===== config.mk =====
export PLATFORM = sky130hd
export DESIGN_NAME = adc_conv_ctrl
export DESIGN_NICKNAME = d
export VERILOG_FILES = /design/src/rtl/adc_conv_pkg.sv /design/src/rtl/adc_conv_control.sv /design/src/rtl/adc_conv_datapath.sv /design/src/rtl/adc_conv_ctrl.sv
export SDC_FILE = /design/constraint.sdc
export NUM_CORES = 1
export LEC_CHECK = 0
export BUFFER_PORTS_ARGS = -buffer_cell sky130_fd_sc_hd__clkbuf_2
export CORE_MARGIN = 2
export CORE_UTILIZATION = 45
export CTS_BUF_LIST = sky130_fd_sc_hd__clkbuf_2 sky130_fd_sc_hd__clkbuf_4 sky130_fd_sc_hd__clkbuf_8
export DETAILED_ROUTE_END_ITERATION = 16
export PLACE_DENSITY_LB_ADDON = 0.15
export REMOVE_ABC_BUFFERS = 1
export SLEW_MARGIN = 20
export SYNTH_ARGS = -nofsm -noshare
export SYNTH_HDL_FRONTEND = slang
export SYNTH_SLANG_ARGS = --single-unit

===== constraint.sdc =====
create_clock -name clk -period 3.4 [get_ports clk]
set_input_delay 0.34 -clock clk [delete_from_list [all_inputs] [get_ports clk]]
set_output_delay 0.34 -clock clk [all_outputs]
set_load 0.01 [all_outputs]

===== src/rtl/adc_conv_pkg.sv =====
package adc_conv_pkg;
  // Register offsets (byte addresses)
  localparam int CTL_OFS = 'h0;
  localparam int RES_OFS = 'h4;

  // Control word bit positions
  localparam int CHAN_LSB   = 24;
  localparam int INTEN_BIT  = 21;
  localparam int REFSEL_BIT = 19;
  localparam int FLAG_BIT   = 18;
  localparam int EN_BIT     = 17;
  localparam int SRST_BIT   = 16;
  localparam int BUSY_BIT   = 14;
  localparam int DIV_LSB    = 1;

  // Prescaled ticks per conversion
  localparam int TICKS_PER_CONV = 20;

  // Strobes from control to datapath
  typedef struct packed {
    logic start;
    logic finish;
    logic swReset;
  } ctlStrobe_t;
endpackage


===== src/rtl/adc_conv_control.sv =====
module adc_conv_control
  import adc_conv_pkg::*;
#(
  parameter int DIV_W   = 8,
  parameter int CHSEL_W = 4,
  parameter int TICKS   = TICKS_PER_CONV
) (
  input  logic               clk,
  input  logic               rstN,
  input  logic               ctlWr,
  input  logic [31:0]        wrData,
  output ctlStrobe_t         stb,
  output logic [CHSEL_W-1:0] nextChan,
  output logic               nextRefSel,
  output logic [31:0]        ctlWord
);
  localparam int TICK_W = (TICKS > 1) ? $clog2(TICKS) : 1;
  localparam int PRE_W  = DIV_W + 1;
  localparam logic [TICK_W-1:0] LAST_TICK = TICK_W'(TICKS - 1);

  logic [CHSEL_W-1:0] chanQ;
  logic               intEnQ, refSelQ, flagQ, enQ, busyQ;
  logic [DIV_W-1:0]   divQ, divLatQ;
  logic [PRE_W-1:0]   preCnt, preLimit;
  logic [TICK_W-1:0]  tickCnt;

  logic srst, cancel, lastTick, finish, start;

  // prescaler limit 2*(DIV+1)-1 = 2*DIV+1
  assign preLimit = {divLatQ, 1'b1};

  always_comb begin
    srst     = ctlWr && wrData[SRST_BIT];
    cancel   = ctlWr && !wrData[SRST_BIT] && !wrData[EN_BIT];
    lastTick = (preCnt == preLimit) && (tickCnt == LAST_TICK);
    finish   = busyQ && lastTick && !srst && !cancel;
    start    = ctlWr && !srst && wrData[EN_BIT] && wrData[BUSY_BIT] && !busyQ;
    stb.start   = start;
    stb.finish  = finish;
    stb.swReset = srst;
    nextChan    = wrData[CHAN_LSB +: CHSEL_W];
    nextRefSel  = wrData[REFSEL_BIT];
  end

  always_ff @(posedge clk or negedge rstN) begin
    if (!rstN) begin
      chanQ   <= '0;
      intEnQ  <= 1'b0;
      refSelQ <= 1'b0;
      flagQ   <= 1'b0;
      enQ     <= 1'b0;
      busyQ   <= 1'b0;
      divQ    <= '0;
      divLatQ <= '0;
      preCnt  <= '0;
      tickCnt <= '0;
    end else if (srst) begin
      chanQ   <= '0;
      intEnQ  <= 1'b0;
      refSelQ <= 1'b0;
      flagQ   <= 1'b0;
      enQ     <= 1'b0;
      busyQ   <= 1'b0;
      divQ    <= '0;
      divLatQ <= '0;
      preCnt  <= '0;
      tickCnt <= '0;
    end else begin
      if (ctlWr) begin
        chanQ   <= wrData[CHAN_LSB +: CHSEL_W];
        intEnQ  <= wrData[INTEN_BIT];
        refSelQ <= wrData[REFSEL_BIT];
        enQ     <= wrData[EN_BIT];
        divQ    <= wrData[DIV_LSB +: DIV_W];
      end
      // completion sets the flag; write-1 clears it
      flagQ <= (flagQ && !(ctlWr && wrData[FLAG_BIT])) || (finish && intEnQ);
      if (cancel || finish) begin
        busyQ <= 1'b0;
      end else if (start) begin
        busyQ   <= 1'b1;
        divLatQ <= wrData[DIV_LSB +: DIV_W];
        preCnt  <= '0;
        tickCnt <= '0;
      end else if (busyQ) begin
        if (preCnt == preLimit) begin
          preCnt  <= '0;
          tickCnt <= tickCnt + 1'b1;
        end else begin
          preCnt <= preCnt + 1'b1;
        end
      end
    end
  end

  always_comb begin
    ctlWord = '0;
    ctlWord[CHAN_LSB +: CHSEL_W] = chanQ;
    ctlWord[INTEN_BIT]           = intEnQ;
    ctlWord[REFSEL_BIT]          = refSelQ;
    ctlWord[FLAG_BIT]            = flagQ;
    ctlWord[EN_BIT]              = enQ;
    ctlWord[BUSY_BIT]            = busyQ;
    ctlWord[DIV_LSB +: DIV_W]    = divQ;
  end
endmodule


===== src/rtl/adc_conv_datapath.sv =====
module adc_conv_datapath
  import adc_conv_pkg::*;
#(
  parameter int NUM_CH   = 8,
  parameter int SAMPLE_W = 24,
  parameter int RES_W    = 10,
  parameter int CHSEL_W  = 4
) (
  input  logic                       clk,
  input  logic                       rstN,
  input  ctlStrobe_t                 stb,
  input  logic [CHSEL_W-1:0]         nextChan,
  input  logic                       nextRefSel,
  input  logic [NUM_CH*SAMPLE_W-1:0] chanFlat,
  input  logic [SAMPLE_W-1:0]        refInt,
  input  logic [SAMPLE_W-1:0]        refExt,
  output logic [RES_W-1:0]           result,
  output logic                       divIdle
);
  localparam int IDX_W = (NUM_CH > 1) ? $clog2(NUM_CH) : 1;
  localparam int NUM_W = SAMPLE_W + RES_W;
  localparam int REM_W = SAMPLE_W + 1;
  localparam int CNT_W = $clog2(NUM_W + 1);

  logic [SAMPLE_W-1:0] chanArr [NUM_CH];

  for (genvar k = 0; k < NUM_CH; k++) begin : g_unpack
    assign chanArr[k] = chanFlat[k*SAMPLE_W +: SAMPLE_W];
  end

  logic                chanOk;
  logic [SAMPLE_W-1:0] selSample, selRef;

  always_comb begin
    chanOk    = int'(nextChan) < NUM_CH;
    selSample = chanOk ? chanArr[nextChan[IDX_W-1:0]] : '0;
    selRef    = nextRefSel ? refInt : refExt;
  end

  logic [NUM_W-1:0]    quoQ;
  logic [REM_W-1:0]    remQ;
  logic [SAMPLE_W-1:0] denQ;
  logic [CNT_W-1:0]    cntQ;
  logic                chanOkQ;
  logic [RES_W-1:0]    resultQ;

  // One restoring step per cycle
  logic [REM_W-1:0] remShift, remNext;
  logic             geq;
  logic [NUM_W-1:0] quoNext;
  logic             overflow;
  logic [RES_W-1:0] satCode;

  always_comb begin
    remShift = {remQ[REM_W-2:0], quoQ[NUM_W-1]};
    geq      = remShift >= {1'b0, denQ};
    remNext  = geq ? (remShift - {1'b0, denQ}) : remShift;
    quoNext  = {quoQ[NUM_W-2:0], geq};
    overflow = |quoQ[NUM_W-1:RES_W];
    satCode  = overflow ? '1 : quoQ[RES_W-1:0];
  end

  always_ff @(posedge clk or negedge rstN) begin
    if (!rstN) begin
      quoQ    <= '0;
      remQ    <= '0;
      denQ    <= '0;
      cntQ    <= '0;
      chanOkQ <= 1'b0;
      resultQ <= '0;
    end else if (stb.swReset) begin
      cntQ    <= '0;
      chanOkQ <= 1'b0;
      resultQ <= '0;
    end else begin
      if (stb.start) begin
        quoQ    <= {selSample, {RES_W{1'b0}}};
        remQ    <= '0;
        denQ    <= selRef;
        cntQ    <= CNT_W'(NUM_W);
        chanOkQ <= chanOk;
      end else if (cntQ != '0) begin
        quoQ <= quoNext;
        remQ <= remNext;
        cntQ <= cntQ - 1'b1;
      end
      if (stb.finish && chanOkQ) resultQ <= satCode;
    end
  end

  assign result  = resultQ;
  assign divIdle = (cntQ == '0);
endmodule


===== src/rtl/adc_conv_ctrl.sv =====
module adc_conv_ctrl
  import adc_conv_pkg::*;
#(
  parameter int NUM_CH   = 8,
  parameter int SAMPLE_W = 24,
  parameter int DIV_W    = 8,
  parameter int ADDR_W   = 12
) (
  input  logic                       clk,
  input  logic                       rstN,
  input  logic                       busWrEn,
  input  logic                       busRdEn,
  input  logic [ADDR_W-1:0]          busAddr,
  input  logic [31:0]                busWrData,
  output logic [31:0]                busRdData,
  input  logic [NUM_CH*SAMPLE_W-1:0] chanSamples,
  input  logic [SAMPLE_W-1:0]        refInternal,
  input  logic [SAMPLE_W-1:0]        refExternal,
  output logic                       irq
);
  localparam int RES_W   = 10;
  localparam int CHSEL_W = 4;

  ctlStrobe_t         ctlStb;
  logic [CHSEL_W-1:0] nextChan;
  logic               nextRefSel;
  logic [31:0]        ctlWord;
  logic [RES_W-1:0]   resultVal;
  logic               divIdle;
  logic               ctlWr;

  assign ctlWr = busWrEn && (busAddr == ADDR_W'(CTL_OFS));

  adc_conv_control #(
    .DIV_W(DIV_W), .CHSEL_W(CHSEL_W), .TICKS(TICKS_PER_CONV)
  ) u_ctl (
    .clk(clk), .rstN(rstN), .ctlWr(ctlWr), .wrData(busWrData),
    .stb(ctlStb), .nextChan(nextChan), .nextRefSel(nextRefSel),
    .ctlWord(ctlWord)
  );

  adc_conv_datapath #(
    .NUM_CH(NUM_CH), .SAMPLE_W(SAMPLE_W), .RES_W(RES_W), .CHSEL_W(CHSEL_W)
  ) u_dp (
    .clk(clk), .rstN(rstN), .stb(ctlStb), .nextChan(nextChan),
    .nextRefSel(nextRefSel), .chanFlat(chanSamples), .refInt(refInternal),
    .refExt(refExternal), .result(resultVal), .divIdle(divIdle)
  );

  always_comb begin
    busRdData = '0;
    if (busRdEn) begin
      if (busAddr == ADDR_W'(CTL_OFS))      busRdData = ctlWord;
      else if (busAddr == ADDR_W'(RES_OFS)) busRdData = {{(32-RES_W){1'b0}}, resultVal};
    end
  end

  assign irq = ctlWord[FLAG_BIT];
endmodule


==> results.txt <==
After clock tree synthesis, the clock-pin slew on the worst setup and hold paths is 90 ps. TritonCTS built the clock tree. The met2 layer usage reported by global route came out at 40.1%. For the finished layout, the period the worst path requires is 2950 ps. In this run the static leakage power is 5.61 nW.

The finished cells cover 11600 µm². After global routing, the most crowded layer is met2. Ranked by total cell area, the synthesized netlist is headed by sky130_fd_sc_hd__dfrtp_1, sky130_fd_sc_hd__mux4_2, sky130_fd_sc_hd__mux2i_1. The completed layout was analyzed and its total power is 0.00669 W. The number of endpoints with negative hold slack in the final report is 0, and the largest fanout on the critical path is 5.

Derived from the worst setup path, the maximum achievable clock frequency is 0.339 GHz. The H-tree was split into 4 levels. Setup violations remaining at the end of the flow were counted as 0. The later pin in the worst-skew pair is clocked with a latency of 450 ps.

The maximum buffer depth of the clock tree is 2. Setup repair after global routing left no endpoint under its margin. Summed over all layers, the routed wires come to 25700 µm. At the end of routability-driven placement, the weighted congestion stood at 0.811. Counting every sink on the clock net gives 138. Most common cell in the synthesized netlist: sky130_fd_sc_hd__nand2_1. The die boundary height came out at 149 µm. The placed instances occupy a cell area of 11200 µm².

For the total number of vias, the log shows 8517. Once the floorplan was initialized, standard cells occupied 45.6% of the core. After detailed routing, the number of remaining DRC violations is 0.

In this run the most critical hold path is launched from busWrData[21]. The arrival time at the worst endpoint came out at 3290 ps. The portion of synthesized cell area occupied by the leading cell type was 36.3%. The run gives 361 as the first-iteration detailed-routing DRC count. The worst-case headroom to the max-slew limit was 33.2%; the number of enable flip-flop cells after synthesis was 0. The run gives 29.9% as the met1 capacity usage during global routing. Summed over all failing endpoints, the final setup total negative slack is 0 ps. The tools report the clock tree root driver cell as sky130_fd_sc_hd__clkbuf_8. The tools report the detailed-router iteration count before antenna repair as 5. STA puts the critical path data required time at 3740 ps. The tools report the number of global-route vias before repair as 8319.

The logs give 20900 µm² for the placeable core region and 3.84% for the met3 capacity usage during global routing. After synthesis, the most frequently instantiated cells are sky130_fd_sc_hd__nand2_1, sky130_fd_sc_hd__dfrtp_1, sky130_fd_sc_hd__nor2_1. Largest vdd supply drop: 0.000256 V.

Detailed placement finished with a half-perimeter wire length of 19800 µm. The number of register bits inferred by synthesis is 138, and the I/O pin total is 321. The critical path is of the register to register type. The element type at the critical path end was a register. Most area-hungry cell type in the Yosys netlist: sky130_fd_sc_hd__dfrtp_1.

For the total of warnings raised by yosys, the log shows 0. The max-slew violation count was 0. The critical path starts at u_dp.denQ[0]. For the pin with the worst max-slew slack, the measured transition is 1000 ps.

The worst clock skew on the final layout is 13.2 ps, and the sequential area share after synthesis is 36.3%. Initial antenna violation count: 5. The number of maximum-capacitance violations was 0; the number of placed instances with taps included was 1563.

Number of buffers created by CTS: 17. Counting flops with an async set or reset pin after synthesis yields a share of 100%. The worst hold path belongs to the class input pin to register.

Global routing consumed, over all layers together, 23.3% of the routing resources. The worst slack at placement came out at 486 ps. In the routed layout, each cell is associated on average with a via count of 5.32. After clock tree synthesis, the repair step resized 0 gates. The die is 149 µm wide. Row generation in the floorplan step produced 53 rows.

The run finished with clean final reports. The first global-routing pass estimated 41500 µm of wire. A synthesized cell averages 9.16 µm². The logs give 1039 for the synthesized instance count and 452 ps for the worst setup margin. The startpoint identified for the worst register-to-register timing path is u_dp.denQ[0]. The die outline area was 22300 µm². Fill cells in the final layout number 1950. In this run the remaining antenna-violating nets after routing total 0.

The number of buffers inserted by port buffering is 293, and the fraction of layout instances using a drive strength above 1 is 31.5%. The sort of element at the start of the critical path is a register. The pin count of the biggest net entering global routing is 75. Summing every instance area after synthesis gives 9520 µm². In the finished design, the share of the clock period the worst path needs comes to 86.7%.

Dividing total power by cell area gives a power density of 576 nW/µm². Post-CTS timing repair inserted 0 buffers for setup. For this run, the post-layout net count is 1624. From synthesis to final layout, the design area changed by 22.0%. The netlist uses 73 different library cells. The dominant register cell in the synthesized netlist was sky130_fd_sc_hd__dfrtp_1. For this run the aggregate overflow at the end of global routing stands at 0. Leaving out filler cells and counting taps, the final layout contains 1601. The average routed wire per standard cell is 16.1 µm.
## layout make-up
type,count,area (µm²),share of cell area [%]
repair buffers,315,1670,14.4
clock inverters,12,115,0.991
inverters,38,143,1.23
flip-flops and latches,138,3450,29.7
diodes,5,12.5,0.108
multi-input cells,798,5610,48.3
clock buffers,20,269,2.32
well taps,275,344,2.96
## state kept, by name (all words and copies together), names as in the netlist, 4 cells and up
register,cells
u_ctl.chanQ,4
u_ctl.preCnt,9
u_ctl.divLatQ,8
u_dp.cntQ,6
u_ctl.divQ,8
u_dp.remQ,24
u_dp.result,10
u_dp.quoQ,34
u_ctl.tickCnt,5
u_dp.denQ,24
## power by group
group / internal (W) / switching, W / leakage, nW
Sequential: 0.00205 / 0.000315 / 1.75
Clock: 0.000632 / 0.000685 / 0.190
Combinational: 0.00143 / 0.00158 / 3.68
## metal layers
metal / up-vias / part of all wire, % / routed length [µm]
met2: 214 / 52 / 13200
met3: 29 / 4.1 / 1060
li1: 4238 / - / -
met4: 0 / 2.2 / 573
met5: - / 0 / 0
met1: 4036 / 42 / 10800
## stage by stage
step / util (%) / hold slack [ps]
after detailed placement: 53.6 / 429
after global placement: 53.6 / 420
after CTS: 55.5 / 91.4
after global routing: 55.6 / 104
final: 55.6 / 123
after floorplan: - / 44.4
## worst max-delay path, cell delays in order (launching register included)
cell and delay, ps:
sky130_fd_sc_hd__dfrtp_1 390, sky130_fd_sc_hd__ha_1 230, sky130_fd_sc_hd__fa_1 400, sky130_fd_sc_hd__nor2b_1 160, sky130_fd_sc_hd__o31a_1 200, sky130_fd_sc_hd__o211ai_1 130, sky130_fd_sc_hd__a41oi_1 480, sky130_fd_sc_hd__o22ai_1 220
sky130_fd_sc_hd__o21ai_0 260, sky130_fd_sc_hd__o32ai_1 120, sky130_fd_sc_hd__o31ai_1 250
## path summary, 6_finish.rpt
check	to	slack, ps	cells past startpoint
setup / recovery	u_dp.remQ[22]	450	10
hold / removal	u_ctl.intEnQ	120	3
setup reg to reg	u_dp.remQ[22]	450	10
hold reg to reg	u_dp.denQ[9]	480	2
max in group asynchronous	u_dp.denQ[0]	2130	3
min in group asynchronous	u_ctl.divQ[2]	490	2
## what timing repair did
item / in CTS / in global routing
hold buffers: 1 / 0
endpoints found under the hold margin: 71 / 0
endpoints found under the setup margin: 0 / 0
## layout by cell type (no fill, tap or decap), types with 13 or more instances in the layout
cell type / instances
sky130_fd_sc_hd__mux4_2: 48
sky130_fd_sc_hd__a21oi_1: 74
sky130_fd_sc_hd__a31oi_1: 26
sky130_fd_sc_hd__clkbuf_2: 291
sky130_fd_sc_hd__nand3_1: 16
sky130_fd_sc_hd__ha_1: 27
sky130_fd_sc_hd__xnor2_1: 14
sky130_fd_sc_hd__nand2_1: 154
sky130_fd_sc_hd__a211oi_1: 16
sky130_fd_sc_hd__dfrtp_1: 138
sky130_fd_sc_hd__nor2_1: 114
sky130_fd_sc_hd__clkbuf_8: 19
sky130_fd_sc_hd__buf_4: 20
sky130_fd_sc_hd__conb_1: 13
sky130_fd_sc_hd__inv_1: 37
sky130_fd_sc_hd__o21ai_0: 81
sky130_fd_sc_hd__xor2_1: 14
sky130_fd_sc_hd__mux2i_1: 69
## cells by family (layout without fill, tap and decap cells)
| kind of cell | count (synthesis) | in the layout | synth area share [%] |
|---|---|---|---|
| other | 1 | 18 | 0.0394 |
| XOR/XNOR | 28 | 28 | 2.58 |
| AND/OR/NAND/NOR | 365 | 365 | 17.8 |
| adder cells (fa/ha/maj) | 28 | 28 | 3.76 |
| flip-flops | 138 | 138 | 36.3 |
| buffers and inverters | 115 | 385 | 5.43 |
| AO/OA/AOI/OAI | 246 | 246 | 15.4 |
| multiplexers | 118 | 118 | 18.7 |
Power figures use the tool's default switching activity.
